### src/rtl/trc_pkg.sv
`timescale 1ns/1ps
package trc_pkg;

    localparam int SMP_W      = 16;
    localparam int LANES      = 4;
    localparam int WORD_W     = SMP_W * LANES;
    localparam int NCH        = 2;
    localparam int LANE_IDX_W = $clog2(LANES);

    typedef logic [SMP_W-1:0]  smp_t;
    typedef logic [WORD_W-1:0] word_data_t;

    // One packed output word plus its end-of-record marker.
    typedef struct packed {
        logic       last;
        word_data_t data;
    } out_word_t;

    // Words of all channels completed in the same cycle.
    typedef struct packed {
        out_word_t [NCH-1:0] w;
    } word_pair_t;

    typedef enum logic [1:0] {
        ST_UNARMED,
        ST_ARMED,
        ST_CAPTURE,
        ST_DONE
    } cap_state_e;

endpackage

### src/rtl/trc_trig_edge.sv
`timescale 1ns/1ps
// Synchroniser chain followed by a rising-edge detector.
module trc_trig_edge #(
    parameter int STAGES = 2
) (
    input  logic clk,
    input  logic rst,
    input  logic trig_async,
    output logic rise
);

    logic [STAGES-1:0] sync_q;
    logic              prev_q;

    always_ff @(posedge clk) begin
        if (rst) begin
            sync_q <= '0;
            prev_q <= 1'b0;
        end else begin
            sync_q <= {sync_q[STAGES-2:0], trig_async};
            prev_q <= sync_q[STAGES-1];
        end
    end

    assign rise = sync_q[STAGES-1] & ~prev_q;

endmodule

### src/rtl/trc_packer.sv
`timescale 1ns/1ps
// Gathers LANES samples of one channel into one word, earliest in the low lane.
module trc_packer
    import trc_pkg::*;
(
    input  logic      clk,
    input  logic      rst,
    input  logic      clear,
    input  logic      accept,
    input  logic      last_in,
    input  smp_t      smp,
    output logic      word_vld,
    output out_word_t word_o
);

    localparam int PART_W = SMP_W * (LANES - 1);

    logic [LANE_IDX_W-1:0] lane_q;
    logic [PART_W-1:0]     part_q;

    always_ff @(posedge clk) begin
        if (rst) begin
            lane_q   <= '0;
            part_q   <= '0;
            word_vld <= 1'b0;
            word_o   <= '0;
        end else begin
            word_vld <= 1'b0;
            if (clear) begin
                lane_q <= '0;
            end else if (accept) begin
                if (lane_q == LANE_IDX_W'(LANES - 1)) begin
                    word_o.data <= {smp, part_q};
                    word_o.last <= last_in;
                    word_vld    <= 1'b1;
                    lane_q      <= '0;
                end else begin
                    for (int i = 0; i < LANES - 1; i++) begin
                        if (lane_q == LANE_IDX_W'(i)) begin
                            part_q[i*SMP_W +: SMP_W] <= smp;
                        end
                    end
                    lane_q <= lane_q + 1'b1;
                end
            end
        end
    end

endmodule

### src/rtl/trc_pair_buf.sv
`timescale 1ns/1ps
// Word-pair buffer that serialises each pair as channel 0 then channel 1,
// with sticky overflow and drop-until-clear behaviour.
module trc_pair_buf
    import trc_pkg::*;
#(
    parameter int DEPTH = 8
) (
    input  logic              clk,
    input  logic              rst,
    input  logic              push,
    input  word_pair_t        pair_in,
    input  logic              ovf_clr,
    input  logic              m_ready,
    output logic              m_valid,
    output logic [WORD_W-1:0] m_data,
    output logic              m_chan,
    output logic              m_last,
    output logic              ovf
);

    localparam int AW = $clog2(DEPTH);

    word_pair_t    mem [DEPTH];
    logic [AW-1:0] wr_q;
    logic [AW-1:0] rd_q;
    logic [AW:0]   cnt_q;
    logic          sel_q;
    logic          ovf_q;
    logic          full;
    logic          wr_en;
    logic          xfer;
    logic          pop;
    out_word_t     head;

    assign full  = (cnt_q == (AW+1)'(DEPTH));
    assign wr_en = push & ~full & ~ovf_q;
    assign xfer  = m_valid & m_ready;
    assign pop   = xfer & sel_q;

    always_ff @(posedge clk) begin
        if (wr_en) begin
            mem[wr_q] <= pair_in;
        end
    end

    always_ff @(posedge clk) begin
        if (rst) begin
            wr_q  <= '0;
            rd_q  <= '0;
            cnt_q <= '0;
            sel_q <= 1'b0;
            ovf_q <= 1'b0;
        end else begin
            if (wr_en) wr_q <= wr_q + 1'b1;
            if (pop)   rd_q <= rd_q + 1'b1;
            case ({wr_en, pop})
                2'b10:   cnt_q <= cnt_q + 1'b1;
                2'b01:   cnt_q <= cnt_q - 1'b1;
                default: cnt_q <= cnt_q;
            endcase
            if (xfer) sel_q <= ~sel_q;
            if (ovf_clr) begin
                ovf_q <= 1'b0;
            end else if (push && !wr_en) begin
                ovf_q <= 1'b1;
            end
        end
    end

    assign head    = mem[rd_q].w[sel_q];
    assign m_valid = (cnt_q != '0);
    assign m_data  = head.data;
    assign m_last  = head.last;
    assign m_chan  = sel_q;
    assign ovf     = ovf_q;

endmodule

### src/rtl/trig_rec_capture.sv
`timescale 1ns/1ps
// Triggered fixed-length record capture for two simultaneously sampled channels.
module trig_rec_capture
    import trc_pkg::*;
#(
    parameter int REC_LEN_W   = 16,
    parameter int REC_CNT_W   = 20,
    parameter int MISS_W      = 16,
    parameter int BUF_DEPTH   = 8,
    parameter int SYNC_STAGES = 2
) (
    input  logic                 clk,
    input  logic                 rst,
    input  logic                 start,
    input  logic                 ovf_clr,
    input  logic [REC_LEN_W-1:0] rec_len,
    input  logic [REC_CNT_W-1:0] rec_total,
    input  logic                 trig_in,
    input  logic                 smp_valid,
    input  logic [15:0]          smp_ch0,
    input  logic [15:0]          smp_ch1,
    output logic                 m_valid,
    input  logic                 m_ready,
    output logic [63:0]          m_data,
    output logic                 m_chan,
    output logic                 m_last,
    output logic                 done,
    output logic                 ovf,
    output logic [REC_CNT_W-1:0] rec_count,
    output logic [MISS_W-1:0]    miss_count
);

    cap_state_e           state_q;
    logic [REC_LEN_W-1:0] smp_cnt_q;
    logic [REC_CNT_W-1:0] rec_cnt_q;
    logic [MISS_W-1:0]    miss_q;
    logic                 trig_rise;
    logic                 accept;
    logic                 last_smp;
    logic                 pack_clr;
    logic [REC_CNT_W-1:0] rec_cnt_next;
    smp_t [NCH-1:0]       smp_arr;
    logic [NCH-1:0]       word_vld;
    word_pair_t           pair;

    trc_trig_edge #(.STAGES(SYNC_STAGES)) u_trig (
        .clk        (clk),
        .rst        (rst),
        .trig_async (trig_in),
        .rise       (trig_rise)
    );

    assign accept       = (state_q == ST_CAPTURE) & smp_valid;
    assign last_smp     = (smp_cnt_q == (rec_len - REC_LEN_W'(1)));
    assign pack_clr     = start | ((state_q == ST_ARMED) & trig_rise);
    assign rec_cnt_next = rec_cnt_q + REC_CNT_W'(1);
    assign smp_arr      = {smp_ch1, smp_ch0};

    // Record and session sequencing
    always_ff @(posedge clk) begin
        if (rst) begin
            state_q   <= ST_UNARMED;
            smp_cnt_q <= '0;
            rec_cnt_q <= '0;
            miss_q    <= '0;
        end else if (start) begin
            state_q   <= ST_ARMED;
            smp_cnt_q <= '0;
            rec_cnt_q <= '0;
            miss_q    <= '0;
        end else begin
            case (state_q)
                ST_ARMED: begin
                    if (trig_rise) begin
                        state_q   <= ST_CAPTURE;
                        smp_cnt_q <= '0;
                    end
                end
                ST_CAPTURE: begin
                    if (trig_rise && (miss_q != {MISS_W{1'b1}})) begin
                        miss_q <= miss_q + 1'b1;
                    end
                    if (accept) begin
                        if (last_smp) begin
                            smp_cnt_q <= '0;
                            rec_cnt_q <= rec_cnt_next;
                            state_q   <= (rec_cnt_next == rec_total) ? ST_DONE : ST_ARMED;
                        end else begin
                            smp_cnt_q <= smp_cnt_q + 1'b1;
                        end
                    end
                end
                default: state_q <= state_q;
            endcase
        end
    end

    for (genvar g = 0; g < NCH; g++) begin : g_pack
        trc_packer u_pack (
            .clk      (clk),
            .rst      (rst),
            .clear    (pack_clr),
            .accept   (accept),
            .last_in  (last_smp),
            .smp      (smp_arr[g]),
            .word_vld (word_vld[g]),
            .word_o   (pair.w[g])
        );
    end

    trc_pair_buf #(.DEPTH(BUF_DEPTH)) u_buf (
        .clk     (clk),
        .rst     (rst),
        .push    (&word_vld),
        .pair_in (pair),
        .ovf_clr (ovf_clr),
        .m_ready (m_ready),
        .m_valid (m_valid),
        .m_data  (m_data),
        .m_chan  (m_chan),
        .m_last  (m_last),
        .ovf     (ovf)
    );

    assign done       = (state_q == ST_DONE);
    assign rec_count  = rec_cnt_q;
    assign miss_count = miss_q;

endmodule

### config.mk
export PLATFORM = sky130hd
export DESIGN_NAME = trig_rec_capture
export DESIGN_NICKNAME = d
export VERILOG_FILES = /design/src/rtl/trc_pkg.sv /design/src/rtl/trc_trig_edge.sv /design/src/rtl/trc_packer.sv /design/src/rtl/trc_pair_buf.sv /design/src/rtl/trig_rec_capture.sv
export SDC_FILE = /design/constraint.sdc
export NUM_CORES = 1
export LEC_CHECK = 0
export ABC_AREA = 1
export BUFFER_PORTS_ARGS = -buffer_cell sky130_fd_sc_hd__clkbuf_2
export CORE_MARGIN = 2
export CORE_UTILIZATION = 38
export DETAILED_ROUTE_END_ITERATION = 6
export PLACE_DENSITY = 0.65
export SETUP_SLACK_MARGIN = 0.1
export SLEW_MARGIN = 40
export SYNTH_ARGS = -nofsm -noshare
export SYNTH_HDL_FRONTEND = slang
export SYNTH_HIERARCHICAL = 1
export SYNTH_SLANG_ARGS = --single-unit
export TNS_END_PERCENT = 1
### constraint.sdc
create_clock -name clk -period 10.6 [get_ports clk]
set_input_delay 1.59 -clock clk [delete_from_list [all_inputs] [get_ports clk]]
set_output_delay 1.59 -clock clk [all_outputs]
set_load 0.02 [all_outputs]
==> After elaboration in Yosys (flattened, before gate mapping) <==
Memory sizes are Yosys's and may differ from the RTL's. A register that Yosys moved wholly into a read port is not among the register bits.
Cells that the tools add are included.
{ "word_totals": {"reg_bits": 301, "ram_bits": 1040, "input_bits": 75, "out_inout_bits": 105, "wordCells": 123, "n_memories": 1} }
{ "op_classes": {"n_addsub": 10, "magnitude_cmp": 1, "n_eq_ne": 21, "n_mux": 21, "n_bitwise": 16, "n_reduce_logical": 27} }
{ "memory_table": {"columns": ["name", "depth", "word_bits", "read_ports", "rd_ports_with_merged_regs", "wr", "line", "source"], "rows": [
  ["u_buf.mem", 8, 130, 1, 1, 1, "trc_pair_buf.sv:24", "word_pair_t mem [DEPTH];"]
]} }
{ "op_table": {"columns": ["cell", "n"], "rows": [
  ["65-bit two-way mux", 2],
  ["16-bit two-way mux", 3],
  ["16-bit by 1-bit adder with 16-bit output (second input constant)", 2],
  ["16-bit case mux with 2 select lines", 1],
  ["4-bit AND reduction", 8],
  ["20-bit by 1-bit adder with 20-bit output (second input constant)", 1],
  ["20-bit equality test", 1],
  ["16-bit equality test", 1],
  ["16-bit != test (second input constant)", 1],
  ["16-bit by 1-bit subtractor with 16-bit output (second input constant)", 1],
  ["2-bit equality test (second input constant)", 7],
  ["2-bit two-way mux", 6],
  ["3-bit AND reduction", 4],
  ["2-bit by 1-bit equality test with 1-bit output (second input constant)", 4],
  ["1-bit NOT", 8],
  ["4-bit case mux with 2 select lines", 1],
  ["1-bit AND", 7],
  ["3-bit by 1-bit adder with 3-bit output (second input constant)", 2],
  ["3-bit two-way mux", 2],
  ["3-bit != test (second input constant)", 2],
  ["2-bit OR reduction", 3],
  ["1-bit two-way mux", 5],
  ["2-bit by 1-bit adder with 2-bit output (second input constant)", 2],
  ["4-bit by 1-bit adder with 4-bit output (second input constant)", 1],
  ["16 further kinds", 21]
]} }

==> Logic depth before layout (Yosys ltp) <==
{ "depth": {"ltp_word": 7, "ltp_mapped": 16, "depth_no_buf": 15} }

==> Cells and area by module <==
The synthesis kept the hierarchy.
{ "by_module_without_submodules": {"columns": ["mod", "n_inst", "cells_per_inst", "area_per_inst_um2", "seq_area_each_um2"], "rows": [
  ["trc_pair_buf", 1, 3373, 42647.2, 31530.2],
  ["trc_packer", 2, 721, 4825.9, 2322.2],
  ["trig_rec_capture", 1, 765, 4463.0, 1081.0],
  ["trc_trig_edge", 1, 10, 86.3, 60.1]
]} }

==> Worst setup path after synthesis <==
OpenSTA, ideal clock, no wires.
{ "synth_path": {"path_type": "reg2reg", "start": "register u_buf.cnt_q[1]", "end": "memory u_buf/mem[4][0] (netlist bit), enable pin", "setup_ns": 0.780, "arrival_time_ns": 9.671, "t_required_ns": 9.820, "setup_slack_ns": 0.149, "path_stages_with_launch": 6, "path_buffers": 1, "period_less_slack_ns": 10.451, "path_cell_list": "dfxtp_1 nor2_1 nand3_1 nand3_1 clkbuf_1 nor3_1"} }
{ "synth_between": {"elab_chain_cells": 6} }
{ "synth_rtl": {"columns": ["element", "line", "source"], "rows": [
  ["from (decl)", "trc_pair_buf.sv:27", "logic [AW:0] cnt_q;"],
  ["from (signal assigned)", "trc_pair_buf.sv:58", "2'b10: cnt_q <= cnt_q + 1'b1;"],
  ["from (signal assigned)", "trc_pair_buf.sv:59", "2'b01: cnt_q <= cnt_q - 1'b1;"],
  ["from (signal assigned)", "trc_pair_buf.sv:60", "default: cnt_q <= cnt_q;"],
  ["4-bit equality test", "trc_pair_buf.sv:36", "assign full = (cnt_q == (AW+1)'(DEPTH));"],
  ["1-bit NOT", "trc_pair_buf.sv:37", "assign wr_en = push & ~full & ~ovf_q;"],
  ["1-bit AND (2 in a row)", "trc_pair_buf.sv:37", null],
  ["1-bit two-way mux", "trc_pair_buf.sv:42", "if (wr_en) begin"],
  ["1-bit two-way mux (implied by the code)", "trc_pair_buf.sv:43", "mem[wr_q] <= pair_in;"],
  ["to (decl)", "trc_pair_buf.sv:24", null]
]} }
Every way passes these cells.

==> flow_metrics.py <==
metrics = {
    "min_path": {
        "min_path_cells": 2,
        "hold_class": "reg -> reg",
    },
    "timing": {
        "final-setup-viol-count": 0,
        "hold_viol": 0,
        "period_share_pct": 51.0,
        "max_freq_ghz": 0.185,
        "rsz0062_at_grt": "no",
        "post-route-min-period_ps": 5410,
        "worst_slack_ps": 5190,
        "maxSlewViolCount": 0,
        "finalClockSkew_ps": 55.1,
        "tightest_slew_ps": 868,
        "finalSetupTns_ps": 0,
        "slew_headroom_pct": 42.1,
    },
    "global_route": {
        "grt_max_degree": 243,
        "grt_pass1_wl_um": 219000,
        "grt-ovfl-total": 0,
        "grt_usage_pct": 18.7,
        "antenna_found_initial": 11,
        "grt_pass1_vias": 36513,
    },
    "synth": {
        "syn_area_per_cell_sq_um": 10.2,
        "syn-num-nets": 5682,
        "netlist.area_leader.share_pct": 54.9,
        "syn_inst": 5590,
        "ys_ff_latch": 1344,
        "synth_ff_type": "edfxtp_1",
        "ys_warn_count": 6,
        "post-synth-top-area-cell": "edfxtp_1",
        "async_flop_share_pct": 0,
        "ys_top_cells_by_area": "edfxtp_1 55%, dfxtp_1 11%, nand2_1 6.2%",
        "ys_types": 39,
        "syn-cell-area_sq_mm": 0.0568,
        "yosysSeqAreaShare_pct": 65.6,
        "synth-edff-count": 1040,
    },
    "cts": {
        "hold_buffers": 0,
        "numCtsBuffers": 142,
        "postCtsSetupRepairBufs": 0,
        "clock-sinks": 1344,
        "clk_latency_ps": 780,
        "clk_path_buf_depth": 3,
        "cts.clk_slew.worst_paths_ps": 60,
        "root_buffer": "clkbuf_16",
        "cts_resized": 0,
        "cts_tree": "yes",
        "htreeDepth": 4,
    },
    "floorplan": {
        "start_util_pct": 38.4,
        "fp.dieH_um": 391,
        "die_w_um": 391,
        "io_pins": 180,
        "die-area_sq_mm": 0.153,
        "rows": 141,
        "core_area_sq_mm": 0.148,
    },
    "cells_and_area": {
        "nFillCells": 13774,
        "final_core_util_pct": 43.3,
        "drive_gt1_share_pct": 8.78,
        "layout.nets": 5735,
        "synthToLayoutAreaGrowth_pct": 12.8,
    },
    "pwr": {
        "irDropWorstVdd_mv": 0.129,
        "power.density_mw_per_mm2": 167,
        "leakagePower_nw": 24.7,
    },
    "drt": {
        "vias_per_cell": 5.10,
        "drt-total-wl_um": 145000,
        "vias": 39218,
        "dr.pass1.iters": 6,
        "drt_iter0_drc": 3689,
        "drc": 0,
        "post_drt_wl_per_cell_um": 18.9,
        "final_antenna_net_count": 0,
    },
    "placement": {
        "gp_congestion": 0.855,
        "hpwl_um": 80400,
        "placement.io_buffers": 179,
        "pre_cts_ws_ps": 5940,
    },
    "setup_path": {
        "critPathMaxStageDelay_ps": 710,
        "r2r_cells": 7,
        "path_max_fanout": 103,
        "path_class": "reg -> out",
        "cp-start-kind": "register",
        "cp.arrival_ps": 3820,
        "worstPathCellList": "buf_4 > buf_6 > o211ai_1 > nand3_1 > nand3_1 > nand2_1 > clkbuf_2",
        "cp.required_ps": 9010,
        "timing.critical_path.mode_cell": "nand3_1",
        "crit_slowest_cell": "dfxtp_4",
        "endpoint_kind": "output pin",
    },
    "outcome": {
        "status": "finished, final reports clean",
    },
    "run": {
        "max_cap_viol_count": 0,
    },
}
layout by cell type, fill, tap and decap left out, types with 9 or more instances in the layout:
| cell | instances |
|---|---|
| nand4_1 | 26 |
| clkbuf_1 | 43 |
| buf_4 | 19 |
| clkbuf_2 | 183 |
| xor2_1 | 30 |
| nand2_2 | 9 |
| nand2_1 | 942 |
| nand3_1 | 550 |
| nor2_1 | 484 |
| o211ai_1 | 260 |
| o21ai_0 | 284 |
| buf_6 | 21 |
| xnor2_1 | 12 |
| edfxtp_1 | 1040 |
| ha_1 | 17 |
| a21oi_1 | 405 |
| clkinv_2 | 19 |
| inv_1 | 823 |
| inv_2 | 10 |
| clkbuf_16 | 144 |
| dfxtp_1 | 300 |
| clkbuf_8 | 21 |
routing by layer:
layer  part of all wire (%)  global-route usage, %  up-vias
met5                  0.057                      0        -
met4                    3.0                   6.54       14
met2                     45                   29.4     1377
met3                    8.3                   4.06      243
met1                     43                   25.6    18718
li1                       -                      -    18866
power by group:
group          leakage, nW  internal (mW)  switching (mW)
clock network         2.30           2.84            2.13
registers             12.1           5.60        0.000610
logic                 10.4         0.0307           0.101
synthesized netlist by cell type, types with 7 or more instances:
cell type / number
a21oi_1: 405
buf_1: 37
buf_2: 128
buf_4: 29
buf_6: 10
clkbuf_1: 118
dfxtp_1: 304
edfxtp_1: 1040
ha_1: 17
inv_1: 828
inv_2: 7
nand2_1: 942
nand2_2: 9
nand3_1: 550
nand4_1: 26
nor2_1: 485
nor2_2: 8
nor3_1: 16
o211ai_1: 260
o21ai_0: 284
xnor2_1: 12
xor2_1: 30
cell families (layout without fill, tap and decap cells):
family,after synthesis,in the layout,share of synthesized area (%)
AND/OR/NAND/NOR,2068,2068,15.4
flip-flops,1344,1344,65.6
other,0,3,0
XOR/XNOR,45,45,0.766
AO/OA/AOI/OAI,955,955,9.58
buffers and inverters,1161,1333,8.28
adder cells (fa/ha/maj),17,17,0.374
state kept, by name, indices dropped and copies added (netlist names), named ones only:
signal / cells
g_pack.u_pack/lane_q: 4
u_buf/ovf: 1
u_trig/sync_q: 2
u_buf/mem: 1040
u_trig/prev_q: 1
u_buf/wr_q: 3
g_pack.u_pack/part_q: 96
u_buf/m_chan: 1
g_pack.u_pack/word_o: 130
miss_count: 16
smp_cnt_q: 16
rec_count: 20
state_q: 2
u_buf/rd_q: 3
g_pack.u_pack/word_vld: 2
u_buf/cnt_q: 4
critical path, delay by kind of cell, from the launching register on:
kind	cells	cell delay (ps)
buffers and inverters	3	1420
DFF	1	710
and+or+nand+nor	3	550
AOI/OAI and AO/OA	1	200
layout make-up:
| cell class | instances | area (sq um) | area share [%] |
|---|---|---|---|
| well taps | 1930 | 2410 | 3.77 |
| multi-input cells | 3085 | 14900 | 23.2 |
| flip-flops and latches | 1344 | 37300 | 58.2 |
| clock inverters | 53 | 694 | 1.08 |
| inverters | 837 | 3160 | 4.92 |
| clock buffers | 210 | 4050 | 6.31 |
| repair buffers | 233 | 1570 | 2.45 |
| diodes | 3 | 7.51 | 0.0117 |
through the flow:
stage                     power (mW)  hold slack, ps  instance area, sq um  instances
after CTS                       10.8             430                 64100       7691
after global routing            11.0             459                 64100       7693
after global placement          5.84             400                 59100       7423
after floorplan                 5.78             388                 56800       5590
final                           10.7             428                 64100       7695
after detailed placement        5.84             397                 59300       7428
final timing paths:
| check | start | end | slack [ps] |
|---|---|---|---|
| hold / removal | u_trig/sync_q[1] | u_trig/prev_q | 430 |
| hold reg to reg | u_trig/sync_q[1] | u_trig/prev_q | 430 |
| setup / recovery | register | m_data[4] | 5190 |
| setup reg to reg | u_buf/cnt_q[0] | u_buf/mem[7][126] | 6990 |
No activity file was read; power rests on OpenSTA's default activity.
